[src/rtl/bb_pkg.sv]
`timescale 1ns/1ps
// bb_pkg: shared types and helpers for the bit alias bridge.
// Assumes a 32-bit little-endian data path with four byte lanes.
package bb_pkg;

    typedef enum logic [1:0] {
        KIND_NONE  = 2'd0,
        KIND_PLAIN = 2'd1,
        KIND_BIT   = 2'd2
    } bb_kind_e;

    typedef enum logic [2:0] {
        ST_IDLE  = 3'd0,
        ST_PLAIN = 3'd1,
        ST_BITRD = 3'd2,
        ST_WBACK = 3'd3,
        ST_NONE  = 3'd4
    } bb_state_e;

    // Byte enables for an access of the given size that touches the given lane.
    function automatic logic [3:0] lane_mask(input logic [1:0] size, input logic [1:0] lane);
        logic [3:0] m;
        case (size)
            2'd0:    m = 4'b0001 << lane;
            2'd1:    m = lane[1] ? 4'b1100 : 4'b0011;
            default: m = 4'b1111;
        endcase
        return m;
    endfunction

endpackage

[src/rtl/bb_decode.sv]
`timescale 1ns/1ps
// bb_decode: sorts a request address into plain window, alias window or
// neither. It produces the SRAM word address, byte enables and the bit
// position inside the word. Assumes both bases are aligned to their
// window sizes and that the two windows do not overlap.
module bb_decode
    import bb_pkg::*;
#(
    parameter logic [31:0] NORM_BASE  = 32'h2000_0000,
    parameter int          NORM_BITS  = 20,
    parameter logic [31:0] ALIAS_BASE = 32'h2200_0000
) (
    input  logic [31:0]          addr,
    input  logic [1:0]           size,
    output bb_kind_e             kind,
    output logic [NORM_BITS-3:0] word_addr,
    output logic [3:0]           be,
    output logic [4:0]           bit_sel
);
    localparam int ALIAS_BITS = NORM_BITS + 5;

    logic                 norm_hit;
    logic                 alias_hit;
    logic [NORM_BITS-1:0] byte_off;
    logic [2:0]           bit_in_byte;

    // Window compare and byte-offset selection.
    always_comb begin
        norm_hit  = (addr[31:NORM_BITS]  == NORM_BASE[31:NORM_BITS]);
        alias_hit = (addr[31:ALIAS_BITS] == ALIAS_BASE[31:ALIAS_BITS]);
        if (alias_hit) begin
            byte_off    = addr[ALIAS_BITS-1:5];
            bit_in_byte = addr[4:2];
            kind        = KIND_BIT;
        end else begin
            byte_off    = addr[NORM_BITS-1:0];
            bit_in_byte = 3'd0;
            kind        = norm_hit ? KIND_PLAIN : KIND_NONE;
        end
    end

    // Word address, lane enables and bit position from the byte offset.
    always_comb begin
        word_addr = byte_off[NORM_BITS-1:2];
        be        = lane_mask(size, byte_off[1:0]);
        bit_sel   = {byte_off[1:0], bit_in_byte};
    end

endmodule

[src/rtl/bb_bitmerge.sv]
`timescale 1ns/1ps
// bb_bitmerge: picks one bit out of a data word, and builds the same word
// with that one bit replaced. Assumes DW is a power of two.
module bb_bitmerge #(
    parameter int DW = 32,
    localparam int SW = $clog2(DW)
) (
    input  logic [DW-1:0] word,
    input  logic [SW-1:0] bit_sel,
    input  logic          new_bit,
    output logic          picked,
    output logic [DW-1:0] merged
);
    // Selected bit of the incoming word.
    always_comb picked = word[bit_sel];

    // One replace mux per bit position.
    for (genvar gi = 0; gi < DW; gi++) begin : g_bit
        always_comb merged[gi] = (bit_sel == SW'(gi)) ? new_bit : word[gi];
    end

endmodule

[src/rtl/bb_seq.sv]
`timescale 1ns/1ps
// bb_seq: access sequencer. It leaves idle for exactly one cycle per
// accepted request. An alias write is the only kind that needs a second
// SRAM cycle, and that cycle is the one in which the access completes.
// Assumes the master holds the request until it sees ready.
module bb_seq
    import bb_pkg::*;
(
    input  logic      clk,
    input  logic      rst_n,
    input  logic      start,
    input  bb_kind_e  kind,
    input  logic      we,
    output bb_state_e state
);
    bb_state_e state_nx;

    // Next state from the decoded request.
    always_comb begin
        state_nx = ST_IDLE;
        if (state == ST_IDLE && start) begin
            case (kind)
                KIND_PLAIN: state_nx = ST_PLAIN;
                KIND_BIT:   state_nx = we ? ST_WBACK : ST_BITRD;
                default:    state_nx = ST_NONE;
            endcase
        end
    end

    // State register with synchronous active-low reset.
    always_ff @(posedge clk) begin
        if (!rst_n) state <= ST_IDLE;
        else        state <= state_nx;
    end

endmodule

[src/rtl/bb_alias_bridge.sv]
`timescale 1ns/1ps
// bb_alias_bridge: top of the bit alias bridge. It issues the first SRAM
// cycle straight from the request in the idle cycle. It holds what the
// alias write-back needs and merges the write-back word from the SRAM
// read data. Assumes an SRAM with one-cycle read latency that keeps its
// read data until its next enabled cycle.
module bb_alias_bridge
    import bb_pkg::*;
#(
    parameter logic [31:0] NORM_BASE  = 32'h2000_0000,
    parameter int          NORM_BITS  = 20,
    parameter logic [31:0] ALIAS_BASE = 32'h2200_0000
) (
    input  logic                 clk,
    input  logic                 rst_n,
    input  logic                 req_valid,
    input  logic [31:0]          req_addr,
    input  logic [1:0]           req_size,
    input  logic                 req_we,
    input  logic [31:0]          req_wdata,
    output logic                 req_ready,
    output logic [31:0]          rsp_rdata,
    output logic                 mem_en,
    output logic                 mem_we,
    output logic [NORM_BITS-3:0] mem_addr,
    output logic [3:0]           mem_be,
    output logic [31:0]          mem_wdata,
    input  logic [31:0]          mem_rdata
);
    localparam int WAW = NORM_BITS - 2;

    bb_kind_e       dec_kind;
    logic [WAW-1:0] dec_addr;
    logic [3:0]     dec_be;
    logic [4:0]     dec_sel;
    bb_state_e      state;
    logic [WAW-1:0] held_addr;
    logic [3:0]     held_be;
    logic [4:0]     held_sel;
    logic           held_bit;
    logic           picked;
    logic [31:0]    merged;

    bb_decode #(
        .NORM_BASE (NORM_BASE),
        .NORM_BITS (NORM_BITS),
        .ALIAS_BASE(ALIAS_BASE)
    ) u_decode (
        .addr     (req_addr),
        .size     (req_size),
        .kind     (dec_kind),
        .word_addr(dec_addr),
        .be       (dec_be),
        .bit_sel  (dec_sel)
    );

    bb_seq u_seq (
        .clk  (clk),
        .rst_n(rst_n),
        .start(req_valid),
        .kind (dec_kind),
        .we   (req_we),
        .state(state)
    );

    bb_bitmerge #(.DW(32)) u_merge (
        .word   (mem_rdata),
        .bit_sel(held_sel),
        .new_bit(held_bit),
        .picked (picked),
        .merged (merged)
    );

    // Hold the write-back target while a request is accepted.
    always_ff @(posedge clk) begin
        if (!rst_n) begin
            held_addr <= '0;
            held_be   <= '0;
            held_sel  <= '0;
            held_bit  <= 1'b0;
        end else if (state == ST_IDLE && req_valid) begin
            held_addr <= dec_addr;
            held_be   <= dec_be;
            held_sel  <= dec_sel;
            held_bit  <= req_wdata[0];
        end
    end

    // SRAM cycle: the request itself when idle, the merged word in write-back.
    always_comb begin
        mem_en    = 1'b0;
        mem_we    = 1'b0;
        mem_addr  = dec_addr;
        mem_be    = dec_be;
        mem_wdata = req_wdata;
        if (rst_n) begin
            if (state == ST_IDLE) begin
                mem_en = req_valid && (dec_kind != KIND_NONE);
                mem_we = req_valid && (dec_kind == KIND_PLAIN) && req_we;
            end else if (state == ST_WBACK) begin
                mem_en    = 1'b1;
                mem_we    = 1'b1;
                mem_addr  = held_addr;
                mem_be    = held_be;
                mem_wdata = merged;
            end
        end
    end

    // Completion and response data by state.
    always_comb begin
        req_ready = rst_n && (state != ST_IDLE);
        case (state)
            ST_PLAIN: rsp_rdata = mem_rdata;
            ST_BITRD: rsp_rdata = {31'd0, picked};
            default:  rsp_rdata = 32'd0;
        endcase
    end

endmodule

[config.mk]
export PLATFORM = sky130hd
export DESIGN_NAME = bb_alias_bridge
export DESIGN_NICKNAME = d
export VERILOG_FILES = /design/src/rtl/bb_pkg.sv /design/src/rtl/bb_decode.sv /design/src/rtl/bb_bitmerge.sv /design/src/rtl/bb_seq.sv /design/src/rtl/bb_alias_bridge.sv
export SDC_FILE = /design/constraint.sdc
export NUM_CORES = 1
export LEC_CHECK = 0
export BUFFER_PORTS_ARGS = -buffer_cell sky130_fd_sc_hd__buf_2
export CAP_MARGIN = 30
export CORE_ASPECT_RATIO = 0.7
export CORE_MARGIN = 2
export CORE_UTILIZATION = 47
export CTS_BUF_LIST = sky130_fd_sc_hd__clkbuf_8
export DETAILED_ROUTE_END_ITERATION = 8
export PLACE_DENSITY = 0.87
export SLEW_MARGIN = 20
export SYNTH_ARGS = -nofsm -noshare
export SYNTH_HDL_FRONTEND = slang
export SYNTH_HIERARCHICAL = 1
export SYNTH_SLANG_ARGS = --single-unit
export TNS_END_PERCENT = 20
[constraint.sdc]
create_clock -name clk -period 2.2 [get_ports clk]
set_input_delay 0.22 -clock clk [delete_from_list [all_inputs] [get_ports clk]]
set_output_delay 0.22 -clock clk [all_outputs]
set_load 0.05 [all_outputs]
### Yosys cells after proc, flatten, opt, wreduce, memory -nomap -nowiden

Cells that the tools add are included.

* $add $sub $neg: 0
* multipliers: 0
* div/mod/pow operators: 0
* order comparisons: 1
* equality and inequality tests: 39
* shifts and indexed selects: 1
* multiplexer cells: 57
* bitwise operators: 0
* reduce and logical (&&, ||, !) cells: 11

Operators by type and width (count)
* two-way mux 32 bit: 3
* equality test 5 bit, second input constant: 16
* case mux 32 bit (2 select lines): 1
* two-way mux 18 bit: 3
* equality test 5 x 4 -> 1 bit, second input constant: 8
* two-way mux 1 bit: 40
* equality test 5 x 3 -> 1 bit, second input constant: 4
* two-way mux 20 bit: 1
* two-way mux 4 bit: 4
* equality test 12 x 10 -> 1 bit, second input constant: 1
* equality test 5 x 2 -> 1 bit, second input constant: 2
* case mux 4 bit (2 select lines): 1
* equality test 7 x 5 -> 1 bit, second input constant: 1
* equality test 3 x 2 -> 1 bit, second input constant: 2
* < comparator 5 x 6 -> 1 bit, second input constant: 1
* case mux 3 bit (2 select lines): 1
* binary-select mux 1 bit (select 5 bit): 1
* equality test 5 x 1 -> 1 bit, second input constant: 1
* logical AND 1 bit: 5
* zero test 5 bit: 1
* equality test 2 x 1 -> 1 bit, second input constant: 2
* left shift 1 x 2 -> 4 bit, first input constant: 1
* equality test 3 x 1 -> 1 bit, second input constant: 1
* zero test 3 bit: 1
* other kinds (7): 7

* bits in registers: 31
* latch bits: 0
* bits in writable memories: 0
* memory bits (read-only): 0
* bits of input ports: 102
* output and inout port bits: 89
* word-level logic and storage cells: 114
* memories: 0

### Longest topological paths before layout

Gate-level depths: netlist of run 1.

* word-level depth: 8
* gate-level depth with buffers: 10

### Modules after synthesis

The synthesis of run 1 kept the hierarchy.

Modules (own cells, without submodules)
* bb_alias_bridge: instances 1, cells an instance 200, area an instance 2053.2 µm²
* bb_bitmerge: instances 1, cells an instance 115, area an instance 929.6 µm²
* bb_decode: instances 1, cells an instance 81, area an instance 406.6 µm²
* bb_seq: instances 1, cells an instance 13, area an instance 165.2 µm²

### Worst setup path after synthesis of run 1

No wires, ideal clock.

* kind: input-to-output
* start point: in req_addr[25]
* end point: out mem_we
* arrival: 2.869 ns
* data required time: 1.980 ns
* path slack: -0.889 ns
* stages: 4
* path buffers: 0
* path through: or4_1 nor4_1 nand4_1 o41ai_1

* word-level cells in the longest chain between the ends: 8

Ends and longest elaborated chain
* from (decl): RTL line bb_alias_bridge.sv:17 `input logic [31:0] req_addr,`
* equality test 12 x 10 -> 1 bit: RTL line bb_decode.sv:29 `norm_hit = (addr[31:NORM_BITS] == NORM_BASE[31:NORM_BITS]);`
* two-way mux 1 bit: RTL line bb_decode.sv:38 `kind = norm_hit ? KIND_PLAIN : KIND_NONE;`
* two-way mux 2 bit (*): RTL line bb_decode.sv:31 `if (alias_hit) begin`
* via dec_kind[0]: RTL line bb_alias_bridge.sv:32 `bb_kind_e dec_kind;`
* equality test 2 x 1 -> 1 bit (*): RTL line bb_alias_bridge.sv:99 `mem_we = req_valid && (dec_kind == KIND_PLAIN) && req_we;`
* logical AND 1 bit (*) (2 in a row): RTL line bb_alias_bridge.sv:99
* two-way mux 1 bit (*): RTL line bb_alias_bridge.sv:97 `if (state == ST_IDLE) begin`
* two-way mux 1 bit (*): RTL line bb_alias_bridge.sv:96 `if (rst_n) begin`
* to (decl): RTL line bb_alias_bridge.sv:24 `output logic mem_we,`

Mark *: on every way through the listed nets, which the timed path passes. The rest lies on a longest branch.

### Worst setup path after layout of run 1

* start point: reg held_sel[0]
* end point: out rsp_rdata[0]

* word-level cells in the longest chain between the ends: 3

Ends and longest elaborated chain
* from (decl): RTL line bb_alias_bridge.sv:39 `logic [4:0] held_sel;`
* from (signal assigned): RTL line bb_alias_bridge.sv:84 `held_sel <= dec_sel;`
* binary-select mux 1 bit (select 5 bit): RTL line bb_bitmerge.sv:15 `always_comb picked = word[bit_sel];`
* two-way mux 1 bit (not written as such): RTL line bb_bitmerge.sv:15
* via picked: RTL line bb_alias_bridge.sv:41 `logic picked;`
* case mux 32 bit (2 select lines): RTL line bb_alias_bridge.sv:113 `case (state)`
* to (decl): RTL line bb_alias_bridge.sv:22 `output logic [31:0] rsp_rdata,`

The timed path passes the listed nets, and every way through them passes these cells. The select of a mux whose other input is x is not followed.

==> run_results.csv, run 1 <==
group,metric,value,unit
clocking,clock_latency,0.28,ns
clocking,cts.htree.levels,2,
global_route,grt.total_usage,26.8,%
floorplanning,core_area,0.00732,mm^2
critical_path,critPathRequiredTime,1.98,ns
placement,dpl.hpwl,8.89,mm
timing,period_share,101,%
critical_path,crit_family,"compound AO/OA/AOI/OAI gates",
synthesis,synth_mux_area_share,36.8,%
synthesis,ys_seq_area_share,17.5,%
run,cap_viol_max_count,0,
floorplanning,die_w,108,um
synthesis,synth.largest_area_cell,"dfxtp_1",
routing,drt-met1-wl,5.00,mm
final_layout,drive_gt1_share,58.5,%
outcome,status,"complete, but fails checks",
synthesis,yosys_warnings,6,
floorplanning,start_util,48.6,%
hold_path,hold_path_class,"primary input to flop",
final_layout,layout_common_cells,"buf_2 (183), nand2_1 (101), mux2_2 (48), mux2_4 (38), and2_1 (34)",
global_route,grt_max_degree,33,
final_layout,diodes,0,
final_layout,final_nets,701,
synthesis,synth_xor_xnor_area_share,0.246,%
outcome,violations,"setup timing",
routing,vias_per_cell,5.44,
critical_path,crit_top_cell,"buf_6",
routing,drcViolationCount,0,
critical_path,r2r_cells,5,
routing,wl_met2,5.37,mm
synthesis,syn-num-nets,514,
global_route,grt_pass1_wl,18.2,mm
routing,vias,3780,
pwr,leakagePower,2.48,nW
synthesis,synth_cell_type_count,49,
critical_path,crit_type,"flop to output port",
timing,max_slew_margin,75.0,%
critical_path,crit_arrival,1.99,ns
routing,routed_wl,11.4,mm
synthesis,synthSimpleGateAreaFrac,28.1,%
critical_path,crit_fanout,8,
synthesis,ys_top_cells_by_area,"dfxtp_1 (17%), mux2_4 (16%), mux2_2 (15%)",
clocking,cts_tree,"yes",
routing,first_pass_iters,5,
critical_path,path_buf_inv,2,
placement,dpl-instance-area,0.00460,mm^2
placement,portBuffers,190,
synthesis,async_flop_share,0,%
pwr,p_per_area,407,mW/mm^2
floorplanning,dieArea,0.00829,mm^2
critical_path,slowest_stage,"dfxtp_4",
synthesis,ys.flop_type,"dfxtp_1",
critical_path,max_stage_delay,0.38,ns
routing,wl_per_cell,16.3,um
critical_path,timing.critical_path.depth,8,
final_layout,area_delta_synth_final,36.4,%
synthesis,synth_compound_area_share,9.71,%
critical_path,crit_chain,"buf_6, mux2i_2, o31ai_2, a211oi_2, a32oi_1, nand3b_1, a21oi_2, buf_6",
final_layout,finalInstanceArea,0.00485,mm^2
synthesis,synthAdderAreaFrac,1.06,%
timing,min_period,2.21,ns
clocking,hold_buffers,0,
timing,setup_ws,-0.0120,ns
clocking,ctsLongestPathBuffers,2,
synthesis,synth-seq-cells,31,
routing,wl_met3,863,um
synthesis,netlist_area,0.00355,mm^2
hold_path,min_path_cells,2,
timing,finClkSkew,0.00421,ns
final_layout,layout_commonest_cell,"buf_2",
floorplanning,rows,26,
synthesis,netlist_instances,409,
clocking,cts_num_sinks,31,
critical_path,crit_path_start_kind,"flop",
critical_path,r2r_setup_slack,0.81,ns
final_layout,fin_util,66.2,%
placement,gp_congestion,0.942,
pwr,ir_worst_vdd,213,uV
floorplanning,num_io_pins,191,
final_layout,fillCellCount,621,
timing,setup_viol,1,
synthesis,synth_top_area_share,17.5,%
synthesis,synth_top_family_by_area,"multiplexers",
clocking,clk_pin_slew,0.06,ns
timing,hold_violations,0,
timing,max_freq,452,MHz
critical_path,end_kind,"output port",
global_route,grt_pass1_vias,3709,
global_route,overflow,0,
timing,rsz0062_at_grt,"true",
routing,highest_layer,"met4",
synthesis,synth_edf_count,0,
global_route,antenna_found_initial,0,
synthesis,syn_area_per_cell,8.69,um^2
timing,setup-tns-final,-0.0120,ns
floorplanning,die_h,76.8,um
clocking,root_buffer,"clkbuf_8",
clocking,numCtsBuffers,5,
timing,tightest_slew,0.376,ns
routing,drt_iter0_markers,316,
timing,drv_slew,0,
routing,detail-route-antenna-nets,0,
[registers in the layout, indices dropped and copies added, names as in the netlist]
| name | count |
|---|---|
| u_seq/state | 3 |
| held_bit | 1 |
| held_sel | 5 |
| held_addr | 18 |
| held_be | 4 |
[cell usage after synthesis (all sizes together) (4+ instances only)]
cell     instances
and2            34
a2bb2oi         28
clkbuf          10
mux2i            5
mux4             6
nand2          103
inv              5
nor3             8
nand3            9
buf             22
nand3b           4
nor2            20
mux2            86
dfxtp           31
[kinds of logic (layout without fill, tap and decap cells)]
family | Yosys count | after routing
AO/OA/AOI/OAI | 42 | 42
XOR/XNOR | 1 | 1
adder cells (fa/ha/maj) | 3 | 3
buffers and inverters | 38 | 226
flip-flops | 31 | 31
multiplexers | 97 | 97
AND/OR/NAND/NOR | 197 | 197
[path summary, 6_finish.rpt]
path                                           startpoint                 endpoint
worst max register to register  u_seq/state[2]$_SDFF_PN0_  held_be[0]$_SDFFE_PN0P_
worst min-delay path                         req_wdata[0]    held_bit$_SDFFE_PN0P_
worst max-delay path             held_sel[0]$_SDFFE_PN0P_             rsp_rdata[0]
worst min register to register      held_bit$_SDFFE_PN0P_    held_bit$_SDFFE_PN0P_
[layout make-up]
type | instances | area [um^2] | share of cell area, %
Multi-Input combinational cell | 340 | 2790 | 57.5
Timing Repair Buffer | 212 | 1170 | 24.2
Sequential cell | 31 | 639 | 13.2
Tap cell | 98 | 123 | 2.53
Clock buffer | 7 | 96.3 | 1.99
Inverter | 6 | 27.5 | 0.568
Clock inverter | 1 | 3.75 | 0.0774
[layer usage]
| metal | vias to the layer above | global-route usage, % |
|---|---|---|
| li1 | 1811 | - |
| met1 | 1788 | 36.8 |
| met2 | 165 | 44.0 |
| met3 | 16 | 5.02 |
| met4 | 0 | 5.38 |
| met5 | - | 0 |
[metrics by stage]
| stage | total power [mW] | cells | setup WS [ns] | hold slack (ns) |
|---|---|---|---|---|
| floorplan | 1.21 | 409 | -0.239 | 0.381 |
| global placement | 1.44 | 687 | 0.00621 | 0.439 |
| detailed placement | 1.46 | 687 | -0.0155 | 0.445 |
| CTS | 1.96 | 695 | -0.0166 | 0.208 |
| global route | 2.07 | 695 | -0.0986 | 0.204 |
| finish | 1.97 | 695 | -0.0120 | 0.217 |
[power by group]
group	leakage, nW	internal [mW]	switching, mW
logic	2.16	0.347	0.479
registers	0.261	0.612	0.0467
clock network	0.0557	0.281	0.207
[repair_timing]
action | CTS | global route
resized for setup | 21 | 27
endpoints found under the setup margin | 33 | 32
setup buffers | 0 | 0
endpoints found under the hold margin | 0 | 0
pin swaps | 0 | 5
Power figures use the tool's default switching activity.
==> run 2: changes to the inputs <==
- CORE_UTILIZATION: 47 -> 43
- PLACE_DENSITY: 0.87 -> 0.84
- SLEW_MARGIN: 20 -> 30
- clock period: 2.2 -> 1.8 ns (I/O delays scaled with it)
==> run 2 against run 1 <==
The flow still finishes with violations (setup timing). Global-route usage grew 1.4 points. Total power grew 37%. Highest routed layer unchanged. Cell count grew 7.8%. Cell area grew 23%. Sequential power grew 22%. Sequential cell count is the same. Count of clock-buffer cells in the layout shrank 2. Worst hold slack lost 0.024 ns. Combinational power grew 66%. Non-clock buffer count grew 50. Clock power grew 8.0%. Utilization grew 9.1 points.
==> run_results.csv, run 2 (synthesized netlist as in run 1, its figures left out) <==
group,metric,value,unit
placement,place_ws,-0.375,ns
critical_path,reg2reg_from,"u_seq/state[2]$_SDFF_PN0_",
routing,wl_met2,7.56,mm
routing,wl_per_cell,20.0,um
timing,period_share,128,%
outcome,status,"complete, but fails checks",
timing,tightest_slew,0.402,ns
clocking,clk_pin_slew,0.06,ns
placement,dpl.hpwl,9.62,mm
critical_path,crit_fanout,6,
critical_path,r2r-end,"held_addr[15]$_SDFFE_PN0P_",
timing,hold_violations,0,
global_route,grt.total_usage,28.3,%
global_route,grt_pass1_wl,20.5,mm
final_layout,layout_common_cells,"buf_2 (131), nand2_1 (92), buf_4 (62), mux2_4 (59), buf_6 (46)",
clocking,ctsLongestPathBuffers,2,
timing,drv_slew,0,
placement,portBuffers,190,
critical_path,critPathRequiredTime,1.62,ns
final_layout,layout_commonest_cell,"buf_2",
pwr,total_power,2.71,mW
final_layout,area_delta_synth_final,68.1,%
routing,first_pass_iters,5,
floorplanning,rows,27,
routing,wl_met3,1.23,mm
floorplanning,core_area,0.00794,mm^2
global_route,grt_pass1_vias,4121,
clocking,root_buffer,"clkbuf_8",
clocking,clock_latency,0.29,ns
critical_path,cp-startpoint,"held_sel[0]$_SDFFE_PN0P_",
critical_path,crit_type,"flop to output port",
routing,drcViolationCount,0,
timing,hold_ws,0.193,ns
timing,setup_ws,-0.513,ns
global_route,grt_max_degree,34,
final_layout,fin_util,75.3,%
final_layout,max_flop_register,"held_addr",
critical_path,crit_path_end,"mem_wdata[20]",
final_layout,stdcell_count,749,
hold_path,hold_path_class,"primary input to flop",
routing,drt_iter0_markers,310,
timing,setup_viol,63,
final_layout,reg_top3,"held_addr x18, held_sel x5, held_be x4",
critical_path,crit_path_start_kind,"flop",
critical_path,r2r_setup_slack,0.38,ns
global_route,antenna_found_initial,1,
clocking,cts_tree,"yes",
critical_path,end_kind,"output port",
final_layout,largest_reg_flops,18,
outcome,violations,"setup timing",
routing,routed_wl,15.0,mm
clocking,cts.htree.levels,2,
pwr,ir_worst_vdd,364,uV
timing,min_period,2.31,ns
global_route,overflow,0,
clocking,numCtsBuffers,5,
placement,gp_congestion,0.942,
final_layout,fillCellCount,479,
final_layout,final_nets,751,
timing,finClkSkew,0.00954,ns
critical_path,crit_arrival,2.13,ns
floorplanning,dieArea,0.00902,mm^2
critical_path,r2r_cells,5,
clocking,cts_num_sinks,31,
timing,max_freq,432,MHz
pwr,p_per_area,453,mW/mm^2
floorplanning,die_h,80.1,um
routing,highest_layer,"met4",
run,cap_viol_max_count,0,
pwr,leakagePower,3.04,nW
clocking,hold_buffers,0,
timing,rsz0062_at_grt,"true",
routing,detail-route-antenna-nets,0,
routing,drt-met1-wl,5.62,mm
routing,vias,4361,
routing,vias_per_cell,5.82,
floorplanning,start_util,44.8,%
floorplanning,num_io_pins,191,
placement,placed_cells,726,
floorplanning,die_w,113,um
timing,max_slew_margin,73.2,%
final_layout,drive_gt1_share,65.4,%
[run 2: critical path, stage by stage, from the launching register on]
cell and delay (ns):
dfxtp_4 0.38, buf_8 0.15, buf_4 0.15, nor2_4 0.22
nand3_1 0.17, mux2_2 0.31, mux2_4 0.27, buf_2 0.21
[run 2: worst min path at each step]
stage | from | end | slack [ns] | depth (start not counted)
3_3_place_gp | held_addr[17]$_SDFFE_PN0P_ | held_addr[17]$_SDFFE_PN0P_ | 0.44 | 2
5_1_grt | req_wdata[0] | held_bit$_SDFFE_PN0P_ | 0.20 | 2
6_report | req_wdata[0] | held_bit$_SDFFE_PN0P_ | 0.19 | 2
4_1_cts | req_wdata[0] | held_bit$_SDFFE_PN0P_ | 0.17 | 2
3_5_place_dp | held_be[3]$_SDFFE_PN0P_ | held_be[3]$_SDFFE_PN0P_ | 0.45 | 2
2_1_floorplan | req_wdata[0] | held_bit$_SDFFE_PN0P_ | 0.34 | 1
[run 2: report_power, final]
group	switching (mW)	internal, mW
Clock	0.268	0.260
Combinational	0.730	0.644
Sequential	0.0561	0.748
[run 2: through the flow]
stage | instance area, um^2 | setup TNS (ns)
after global placement | 4950 | -7.86
after CTS | 5650 | -9.68
after detailed placement | 4950 | -9.69
after floorplan | 3600 | -0.397
final | 5980 | -12.79
after global routing | 5980 | -17.30
[run 2: routing by layer]
| metal | vias to the layer above | GRT usage (%) |
|---|---|---|
| li1 | 1906 | - |
| met1 | 2116 | 34.3 |
| met2 | 275 | 49.1 |
| met3 | 64 | 7.25 |
| met4 | 0 | 9.39 |
| met5 | - | 0 |
[run 2: final cells by class]
cell class                 count  area [um^2]  share of cell area [%]
clock inverter                 3         12.5                   0.209
timing repair buffer         262         2000                    33.5
tap                          101          126                    2.11
clock buffer                   5         68.8                    1.15
sequential                    31          639                    10.7
multi-input combinational    340         3080                    51.6
antenna                        1         2.50                  0.0419
inverter                       6         38.8                   0.649
[run 2: what timing repair did]
action,4_1_cts,5_1_grt
cloned,0,0
pin swaps,22,14
buffers inserted,6,9
resized for setup,172,70
setup endpoints to repair,59,88
